**src/rtl/evt_timer_pkg.sv**
```systemverilog
package evt_timer_pkg;

  typedef enum logic [1:0] {
    MODE_IDLE  = 2'b00,
    MODE_EVENT = 2'b01,
    MODE_TIMER = 2'b10,
    MODE_PULSE = 2'b11
  } tmr_mode_e;

  // packed order gives bit 4 flag, [3:2] mode, 1 edge, 0 run
  typedef struct packed {
    logic      flag;
    tmr_mode_e mode;
    logic      edge_fall;
    logic      run;
  } tmr_ctrl_t;

  localparam int CTRL_W = 5;

  localparam logic [1:0] ADDR_CTRL = 2'd0;
  localparam logic [1:0] ADDR_PRE  = 2'd1;
  localparam logic [1:0] ADDR_CNT  = 2'd2;

endpackage

```
**src/rtl/evt_timer_sync.sv**
```systemverilog
module evt_timer_sync #(
  parameter int STAGES = 2
) (
  input  logic clk_i,
  input  logic rst_ni,
  input  logic pin_i,
  output logic lvl_o,
  output logic rise_o,
  output logic fall_o
);

  logic [STAGES-1:0] chain_q;
  logic              prev_q;

  for (genvar g = 0; g < STAGES; g++) begin : g_stage
    if (g == 0) begin : g_first
      always_ff @(posedge clk_i or negedge rst_ni) begin
        if (!rst_ni) chain_q[g] <= 1'b0;
        else         chain_q[g] <= pin_i;
      end
    end else begin : g_next
      always_ff @(posedge clk_i or negedge rst_ni) begin
        if (!rst_ni) chain_q[g] <= 1'b0;
        else         chain_q[g] <= chain_q[g-1];
      end
    end
  end

  assign lvl_o = chain_q[STAGES-1];

  always_ff @(posedge clk_i or negedge rst_ni) begin
    if (!rst_ni) prev_q <= 1'b0;
    else         prev_q <= lvl_o;
  end

  assign rise_o = lvl_o & ~prev_q;
  assign fall_o = ~lvl_o & prev_q;

endmodule

```
**src/rtl/evt_timer_count.sv**
```systemverilog
module evt_timer_count
  import evt_timer_pkg::*;
#(
  parameter int CNT_W = 8
) (
  input  logic             clk_i,
  input  logic             rst_ni,
  input  tmr_ctrl_t        ctrl_i,
  input  logic             lvl_i,
  input  logic             rise_i,
  input  logic             fall_i,
  input  logic             clk_en_i,
  input  logic             load_i,
  input  logic [CNT_W-1:0] load_val_i,
  input  logic [CNT_W-1:0] preload_i,
  output logic [CNT_W-1:0] cnt_o,
  output logic             wrap_o,
  output logic             pw_end_o
);

  logic [CNT_W-1:0] cnt_q;
  logic             active_lvl;
  logic             src_hit;
  logic             tick;

  assign active_lvl = ~ctrl_i.edge_fall;

  always_comb begin
    unique case (ctrl_i.mode)
      MODE_EVENT: src_hit = ctrl_i.edge_fall ? fall_i : rise_i;
      MODE_TIMER: src_hit = clk_en_i;
      MODE_PULSE: src_hit = clk_en_i & (lvl_i == active_lvl);
      default:    src_hit = 1'b0;
    endcase
  end

  assign tick   = ctrl_i.run & src_hit;
  assign wrap_o = tick & (cnt_q == '1);

  // gate returns to inactive level: active-high ends on fall, active-low on rise
  assign pw_end_o = ctrl_i.run & (ctrl_i.mode == MODE_PULSE) &
                    (ctrl_i.edge_fall ? rise_i : fall_i);

  always_ff @(posedge clk_i or negedge rst_ni) begin
    if (!rst_ni)     cnt_q <= '0;
    else if (load_i) cnt_q <= load_val_i;
    else if (tick)   cnt_q <= wrap_o ? preload_i : cnt_q + 1'b1;
  end

  assign cnt_o = cnt_q;

endmodule

```
**src/rtl/evt_timer_regs.sv**
```systemverilog
module evt_timer_regs
  import evt_timer_pkg::*;
#(
  parameter int CNT_W = 8
) (
  input  logic             clk_i,
  input  logic             rst_ni,
  input  logic             wr_en_i,
  input  logic [1:0]       wr_addr_i,
  input  logic [CNT_W-1:0] wr_data_i,
  input  logic             wrap_i,
  input  logic             pw_end_i,
  output tmr_ctrl_t        ctrl_o,
  output logic [CNT_W-1:0] preload_o,
  output logic             load_o
);

  tmr_ctrl_t        ctrl_q;
  logic [CNT_W-1:0] pre_q;
  logic             wr_ctrl;
  logic             wr_pre;

  assign wr_ctrl = wr_en_i & (wr_addr_i == ADDR_CTRL);
  assign wr_pre  = wr_en_i & (wr_addr_i == ADDR_PRE);

  always_ff @(posedge clk_i or negedge rst_ni) begin
    if (!rst_ni) begin
      ctrl_q.run       <= 1'b0;
      ctrl_q.edge_fall <= 1'b0;
      ctrl_q.mode      <= MODE_IDLE;
    end else if (wr_ctrl) begin
      ctrl_q.run       <= wr_data_i[0];
      ctrl_q.edge_fall <= wr_data_i[1];
      ctrl_q.mode      <= tmr_mode_e'(wr_data_i[3:2]);
    end else if (pw_end_i) begin
      ctrl_q.run       <= 1'b0;
    end
  end

  // set beats clear
  always_ff @(posedge clk_i or negedge rst_ni) begin
    if (!rst_ni)                      ctrl_q.flag <= 1'b0;
    else if (wrap_i)                  ctrl_q.flag <= 1'b1;
    else if (wr_ctrl && !wr_data_i[4]) ctrl_q.flag <= 1'b0;
  end

  always_ff @(posedge clk_i or negedge rst_ni) begin
    if (!rst_ni)     pre_q <= '0;
    else if (wr_pre) pre_q <= wr_data_i;
  end

  assign load_o    = wr_pre & ~ctrl_q.run;
  assign ctrl_o    = ctrl_q;
  assign preload_o = pre_q;

endmodule

```
**src/rtl/evt_timer.sv**
```systemverilog
module evt_timer
  import evt_timer_pkg::*;
#(
  parameter int CNT_W       = 8,
  parameter int SYNC_STAGES = 2
) (
  input  logic             clk_i,
  input  logic             rst_ni,
  input  logic             wr_en_i,
  input  logic [1:0]       wr_addr_i,
  input  logic [CNT_W-1:0] wr_data_i,
  input  logic [1:0]       rd_addr_i,
  output logic [CNT_W-1:0] rd_data_o,
  input  logic             evt_pin_i,
  input  logic             clk_en_i,
  output logic             irq_o
);

  localparam int PAD_W = CNT_W - CTRL_W;

  tmr_ctrl_t        ctrl_q;
  logic [CNT_W-1:0] pre_w;
  logic [CNT_W-1:0] cnt_w;
  logic             lvl_w, rise_w, fall_w;
  logic             wrap_w, pw_end_w, load_w;

  evt_timer_sync #(.STAGES(SYNC_STAGES)) u_sync (
    .clk_i  (clk_i),
    .rst_ni (rst_ni),
    .pin_i  (evt_pin_i),
    .lvl_o  (lvl_w),
    .rise_o (rise_w),
    .fall_o (fall_w)
  );

  evt_timer_regs #(.CNT_W(CNT_W)) u_regs (
    .clk_i     (clk_i),
    .rst_ni    (rst_ni),
    .wr_en_i   (wr_en_i),
    .wr_addr_i (wr_addr_i),
    .wr_data_i (wr_data_i),
    .wrap_i    (wrap_w),
    .pw_end_i  (pw_end_w),
    .ctrl_o    (ctrl_q),
    .preload_o (pre_w),
    .load_o    (load_w)
  );

  evt_timer_count #(.CNT_W(CNT_W)) u_count (
    .clk_i      (clk_i),
    .rst_ni     (rst_ni),
    .ctrl_i     (ctrl_q),
    .lvl_i      (lvl_w),
    .rise_i     (rise_w),
    .fall_i     (fall_w),
    .clk_en_i   (clk_en_i),
    .load_i     (load_w),
    .load_val_i (wr_data_i),
    .preload_i  (pre_w),
    .cnt_o      (cnt_w),
    .wrap_o     (wrap_w),
    .pw_end_o   (pw_end_w)
  );

  always_comb begin
    unique case (rd_addr_i)
      ADDR_CTRL: rd_data_o = {{PAD_W{1'b0}}, ctrl_q};
      ADDR_PRE:  rd_data_o = pre_w;
      ADDR_CNT:  rd_data_o = cnt_w;
      default:   rd_data_o = '0;
    endcase
  end

  assign irq_o = ctrl_q.flag;

endmodule

```
**config.mk**
```make
export PLATFORM = sky130hd
export DESIGN_NAME = evt_timer
export DESIGN_NICKNAME = d
export VERILOG_FILES = /design/src/rtl/evt_timer_pkg.sv /design/src/rtl/evt_timer_sync.sv /design/src/rtl/evt_timer_count.sv /design/src/rtl/evt_timer_regs.sv /design/src/rtl/evt_timer.sv
export SDC_FILE = /design/constraint.sdc
export NUM_CORES = 1
export LEC_CHECK = 0
export BUFFER_PORTS_ARGS = -buffer_cell sky130_fd_sc_hd__buf_2
export CAP_MARGIN = 10
export CORE_UTILIZATION = 50
export DETAILED_ROUTE_END_ITERATION = 6
export HOLD_SLACK_MARGIN = 0.15
export PLACE_DENSITY_LB_ADDON = 0.08
export SLEW_MARGIN = 20
export SYNTH_ARGS = -nofsm -noshare
export SYNTH_HDL_FRONTEND = slang
export SYNTH_SLANG_ARGS = --single-unit
```
**constraint.sdc**
```tcl
create_clock -name clk_i -period 2.78 [get_ports clk_i]
set_clock_uncertainty 0.1 [all_clocks]
set_input_delay 0.834 -clock clk_i [delete_from_list [all_inputs] [get_ports clk_i]]
set_output_delay 0.834 -clock clk_i [all_outputs]
set_load 0.02 [all_outputs]
```
==> results of run 1 <==
## final timing paths
check,start,to,slack (ps),cells after the start
max in group asynchronous,rst_ni,u_count.cnt_o[6],1880,1
min reg2reg,u_sync.chain_q[0],u_sync.lvl_o,270,0
min,u_sync.chain_q[0],u_sync.lvl_o,270,0
max reg2reg,u_count.cnt_o[0],u_count.cnt_o[6],830,6
min in group asynchronous,rst_ni,u_regs.ctrl_o[2],360,1
max,rd_addr_i[1],rd_data_o[0],180,6
## cells in the final DEF (no fill, tap or decap)
cell type and n:
a31oi_1 2, a22o_1 3, xnor2_1 1, nand4_1 2, nand2b_1 2, nand3_2 1
o21ai_0 4, a2bb2oi_1 1, a31oi_2 1, mux2i_1 17, nor2_1 8, and4_1 1
nand2_2 1, nor2b_1 2, ha_1 1, mux2_1 14, buf_4 5, o21ai_1 8
nand2_1 14, o22ai_1 2, o221ai_1 1, nor3b_2 1, o31ai_1 1, and3_1 3
buf_2 25, mux2_2 1, a211oi_1 1, a21oi_1 3, or4_1 1, nand3b_1 1
dfrtp_1 24, xor2_1 1, bufinv_16 1, inv_1 3, and2_1 1, nand3_1 10
clkbuf_4 3
## flip-flops by register name (all words and copies together) (netlist names)
register,flops
u_sync.chain_q,1
u_regs.preload_o,8
u_sync.prev_q,1
u_sync.lvl_o,1
u_count.cnt_o,8
u_regs.ctrl_o,5
## worst max-delay path, cell delays in order
cell and delay (ps):
buf_2 150, nor2b_1 190, buf_4 150, nand2_1 50
o21ai_1 100, buf_2 190
## final cells by class
cell class | instances | area share (%)
clock buffers | 3 | 1.362
clock inverters | 1 | 1.815
inverters | 3 | 0.6808
multi-input cells | 110 | 47.65
flip-flops and latches | 24 | 36.31
well taps | 31 | 2.345
repair buffers | 30 | 9.834
## power breakdown
group	switching (W)	internal (W)	total, W
sequential	0.000127	0.000437	0.000564
clock	0.000117	0.000146	0.000263
combinational	0.000230	0.000198	0.000428
total	0.000474	0.000781	0.00125
## kinds of logic (layout without fill, tap and decap cells)
family          Yosys count  after routing  synth area share, %
flops                    24             24                41.81
fa+ha+maj                 1              1               0.8709
compound gates           27             27                11.93
simple gates             48             48                17.25
mux                      32             32                23.61
buf+inv                  11             37                3.310
xor+xnor                  2              2                1.220
## metal layers
layer | GRT usage (%) | wire length [um] | up-vias | share of wire (%)
li1 | - | - | 578 | -
met1 | 35.47 | 1631 | 575 | 50
met2 | 38.90 | 1477 | 40 | 45
met3 | 2.093 | 125 | 7 | 3.8
met4 | 7.500 | 45 | 0 | 1.4
met5 | 0 | 0 | - | 0
## metrics by stage
step / setup WS [ps] / total power, W / hold slack, ps
6_report: 176.3 / 0.001254 / 272.9
5_1_grt: 112.3 / 0.001338 / 289.2
4_1_cts: 184.4 / 0.001248 / 275.1
3_5_place_dp: 190.0 / 0.0009891 / 242.8
3_3_place_gp: 214.5 / 0.0009739 / 235.5
2_1_floorplan: 179.0 / 0.0008578 / 231.2
==> key figures, run 1 <==
Finish
  – Design Area, Final: around 0.0017 sq mm
  – Synth-to-layout area growth: 15.16%
  – Fin cells: about 200
  – Antenna Diode Count: 0
  – Area of the multi-input gates: 788.3 sq um
  – Fill cell count: 250
  – Final design utilization: 60.50%
  – Register area: 600.6 sq um
  – Layout cell share with drive strength beyond 1: 22.81%
  – Nets: 190

Clock tree
  – Root buffer cell: clkbuf_4
  – Resized cells post-CTS: 0
  – Clk_lat worst skew: 330 ps
  – Setup bufs post-CTS: 0
  – Clock Sinks: 24
  – H-tree Lvls: 1
  – Hold buffer count at cts: 0
  – CTS clk-pin slew, worst paths: 140 ps
  – Inserted Clock Buffers: 3
  – Clk buf depth: 2
  – CTS tree: built

Power
  – PwrDens: ~760 mW/mm^2
  – Lkg Pwr: 0.7572 nW
  – Worst vdd ir: ~0.55 mV

GRT
  – Vias in the first global route: ~1200
  – First-pass GRT wire length: 5837 um
  – Overall routing resource usage: 24.39%
  – GRT Residual Overflow: 0
  – Initial antenna violation count: 0
  – Largest net degree at the start of global routing: 25

Yosys
  – Post-synth top flop: dfrtp_1
  – Mapped Nets: 163
  – Netlist Area Pre-Place: 0.001436 sq mm
  – Biggest area consumer among synthesized cells: dfrtp_1
  – Most common cell in the netlist: dfrtp_1
  – Yosys warnings: 0
  – #FFs+latches synth: 24
  – Area contributors post-synth: dfrtp_1 (42%), mux2i_1 (12%), mux2_1 (11%)
  – Synthesized area per cell: between 9 and 10 sq um
  – Async SR Flop Fraction: 100.0%
  – List of most frequent post-synthesis cells: dfrtp_1 (24), mux2i_1 (17), mux2_1 (14), nand2_1 (14), nand3_1 (10)
  – Synth Instances: 145
  – Unique masters post-synth: 35
  – EDFF count, synth: 0
  – Seq/Total Area, Yosys: 41.81%
  – Top-area cell type share of the netlist area: 41.81%

Detailed routing
  – Total wire length: 3279 um
  – Iter 0 DRT Violations: 65
  – ANT nets after route: 0
  – Pre-Repair DR Iteration Count: 4
  – DRC violations left: 0
  – DR vias/cell: 5.941
  – WL/cell: 16.23 um
  – Vias: between 1000 and 1500

Hold path
  – Min-delay worst type: flip-flop to flip-flop

Die
  – Total core area: 0.002734 sq mm
  – Initial core utilization: 52.54%
  – Die Height: 55.60 um
  – I/O pin count: 26
  – Die Wd: 55.60 um
  – Row cnt: 19
  – Die ar.: 0.003091 sq mm

Run
  – Maxcap violations: 0

STA
  – Final Setup Violations: 0
  – Final Hold Vio Count: 0
  – RSZ-0062 raised after global routing: no
  – Setup tns final: 0 ps
  – Post-layout min period: 2604 ps
  – Pins Over Slew Limit: 0
  – Worst Tran Pin Value: 560.5 ps
  – Slew HR: 62.47%
  – Max Clock Freq: around 380 MHz
  – Final Cycle Share: 93.66%

Setup path
  – Startpoint Class: input port
  – Req. time, crit path: between 1500 and 2000 ps
  – WP data arrival: 1670 ps
  – Crit. End Element: output port
  – Crit path kind: input port to output port
  – Crit-path max FO: 7

Place
  – # port buffers: 25
  – Placed Area: 0.001602 sq mm
  – Post-DP HPWL: about 2400 um
  – Total placed cells including tap cells: 198
  – Routability cong.: 0.8924

Run status
  – Status: finished, final reports clean
Note: power is estimated with default switching activity, not from simulation.
==> inputs of run 2 (changes only) <==
CTS_BUF_LIST = sky130_fd_sc_hd__clkbuf_16   (was default)
==> run 2 against run 1 <==
Against the previous run:
- first-iteration DRC count decreased by 20%
- fmax decreased by 1.6%
- critical endpoint unchanged
- non-clock buffer count unchanged
==> key figures, run 2 (synthesis results as in run 1) <==
Run status
  – Status: finished, final reports clean

STA
  – Post-layout min period: ~2600 ps
  – Pins Over Slew Limit: 0
  – RSZ-0062 raised after global routing: no
  – Final Setup Violations: 0
  – Slew HR: 63.22%
  – Final Hold Vio Count: 0
  – Max Clock Freq: ~380 MHz
  – Worst Tran Pin Value: 549.3 ps
  – Hold slack: 255.2 ps
  – Setup tns final: 0 ps
  – Final Cycle Share: a little over nine tenths

Clock tree
  – Hold buffer count at cts: 0
  – Setup bufs post-CTS: 0
  – CTS clk-pin slew, worst paths: approximately 60 ps
  – Clk buf depth: 2
  – Resized cells post-CTS: 0
  – Inserted Clock Buffers: 3
  – H-tree Lvls: 1
  – Clk_lat worst skew: 260 ps
  – CTS tree: built
  – Clock Sinks: 24
  – Root buffer cell: clkbuf_16

Detailed routing
  – ANT nets after route: 0
  – Total wire length: 3419 um
  – DRC violations left: 0
  – DR vias/cell: 6.054
  – Routed metal-1 wire length: 1609 um
  – Max layer used: met4
  – Vias: 1223
  – Iter 0 DRT Violations: 52
  – Pre-Repair DR Iteration Count: 4
  – WL/cell: 16.93 um
  – DR WL met2: 1624 um
  – Routed wire length on met3: 128 um

Power
  – P_sw: 0.0004893 W
  – Lkg Pwr: between 0.7 and 0.8 nW
  – Net Sw Frac: ~35%
  – Worst vdd ir: 0.5500 mV
  – Pwr Total: around 0.0014 W
  – Power share of the clock group: 29.4%
  – Logic pwr share: a little under a third
  – Internal: 0.0009225 W
  – PwrDens: 827.3 mW/mm^2
  – Sequential Power Share: 40.1%

Setup path
  – Crit path kind: input port to output port
  – R2R setup slack: 820 ps
  – Reg2reg path depth: 5
  – Worst R2R Start: u_count.cnt_o[0]
  – CP max stage cell: nor2b_1
  – WP data arrival: 1710 ps
  – Critical R2R Capture: u_count.cnt_o[1]
  – CP most frequent cell: buf_2
  – CP max stage delay: 210 ps
  – Startpoint Class: input port
  – Req. time, crit path: 1850 ps
  – Critical path startpoint: rd_addr_i[1]
  – Critical path cell sequence: buf_2 -> nor2b_1 -> buf_4 -> nand2_1 -> o21ai_1 -> buf_2
  – Crit. End Element: output port
  – Crit-path max FO: 7

GRT
  – GRT Residual Overflow: 0
  – Vias in the first global route: between 1000 and 1500
  – First-pass GRT wire length: 5947 um
  – Initial antenna violation count: 0
  – Overall routing resource usage: 24.89%
  – Largest net degree at the start of global routing: 25

Die
  – Die ar.: 0.003091 sq mm
  – Row cnt: 19
  – Total core area: 0.002734 sq mm
  – Initial core utilization: a little over half
  – Die Wd: 55.60 um
  – Die Height: 55.60 um
  – I/O pin count: 26

Finish
  – Fin cells: about 200
  – Nets: 190
  – Most frequent cells in the layout: buf_2 (25), dfrtp_1 (24), mux2i_1 (17)
  – Synth-to-layout area growth: 18.82%
  – Layout cell share with drive strength beyond 1: 22.81%
  – Most common cell after layout, fill and taps aside: buf_2
  – Antenna Diode Count: 0

Run
  – Maxcap violations: 0

Hold path
  – Hold path cells: 0
  – Hold path endpoint: u_sync.lvl_o
  – Hold path start: u_sync.chain_q[0]
  – Min-delay worst type: flip-flop to flip-flop

Place
  – Total placed cells including tap cells: roughly 200
  – # port buffers: 25
  – Post-DP HPWL: 2408 um
  – Routability cong.: 0.8924
==> run 2: power by group through the flow <==
stage | sequential (W) | combinational (W) | clock, W
floorplan | 0.000529 | 0.000329 | 0
global placement | 0.000562 | 0.000412 | 0
detailed placement | 0.000567 | 0.000422 | 0
CTS | 0.000562 | 0.000430 | 0.000418
global route | 0.000583 | 0.000478 | 0.000433
finish | 0.000566 | 0.000431 | 0.000415
==> run 2: final cells by class <==
| type | instances | area (sq um) |
|---|---|---|
| fillers | 238 | 1027 |
| multi-input cells | 110 | 788.3 |
| clock inverters | 1 | 30.03 |
| repair buffers | 30 | 162.7 |
| well taps | 31 | 38.79 |
| clock buffers | 3 | 75.07 |
| inverters | 3 | 11.26 |
| flip-flops and latches | 24 | 600.6 |
==> run 2: worst max path at each step <==
stage | end | slack, ps | cells after the start
5_1_grt | rd_data_o[0] | 60 | 6
6_report | rd_data_o[0] | 130 | 6
3_3_place_gp | rd_data_o[7] | 210 | 5
4_1_cts | rd_data_o[0] | 150 | 6
3_5_place_dp | rd_data_o[0] | 190 | 6
2_1_floorplan | rd_data_o[5] | 180 | 4
==> run 2: worst max-delay path: cells and delay by family <==
kind / cells / cell delay [ps]
buffers and inverters: 3 / 510
and+or+nand+nor: 2 / 260
AOI/OAI and AO/OA: 1 / 100
==> run 2: stage by stage <==
stage / cell area [sq um] / utilization (%) / worst slack, ps
floorplan: 1436 / - / 179.0
global placement: 1602 / 58.58 / 214.5
detailed placement: 1602 / 58.58 / 190.0
CTS: 1707 / 62.43 / 147.7
global route: 1707 / 62.43 / 63.46
finish: 1707 / 62.43 / 134.6
==> run 2: routing by layer <==
metal  track usage, %  vias to the layer above
met5                0                        -
met4            9.643                        0
met3            4.186                        8
met2            39.07                       37
met1            34.56                      598
li1                 -                      580
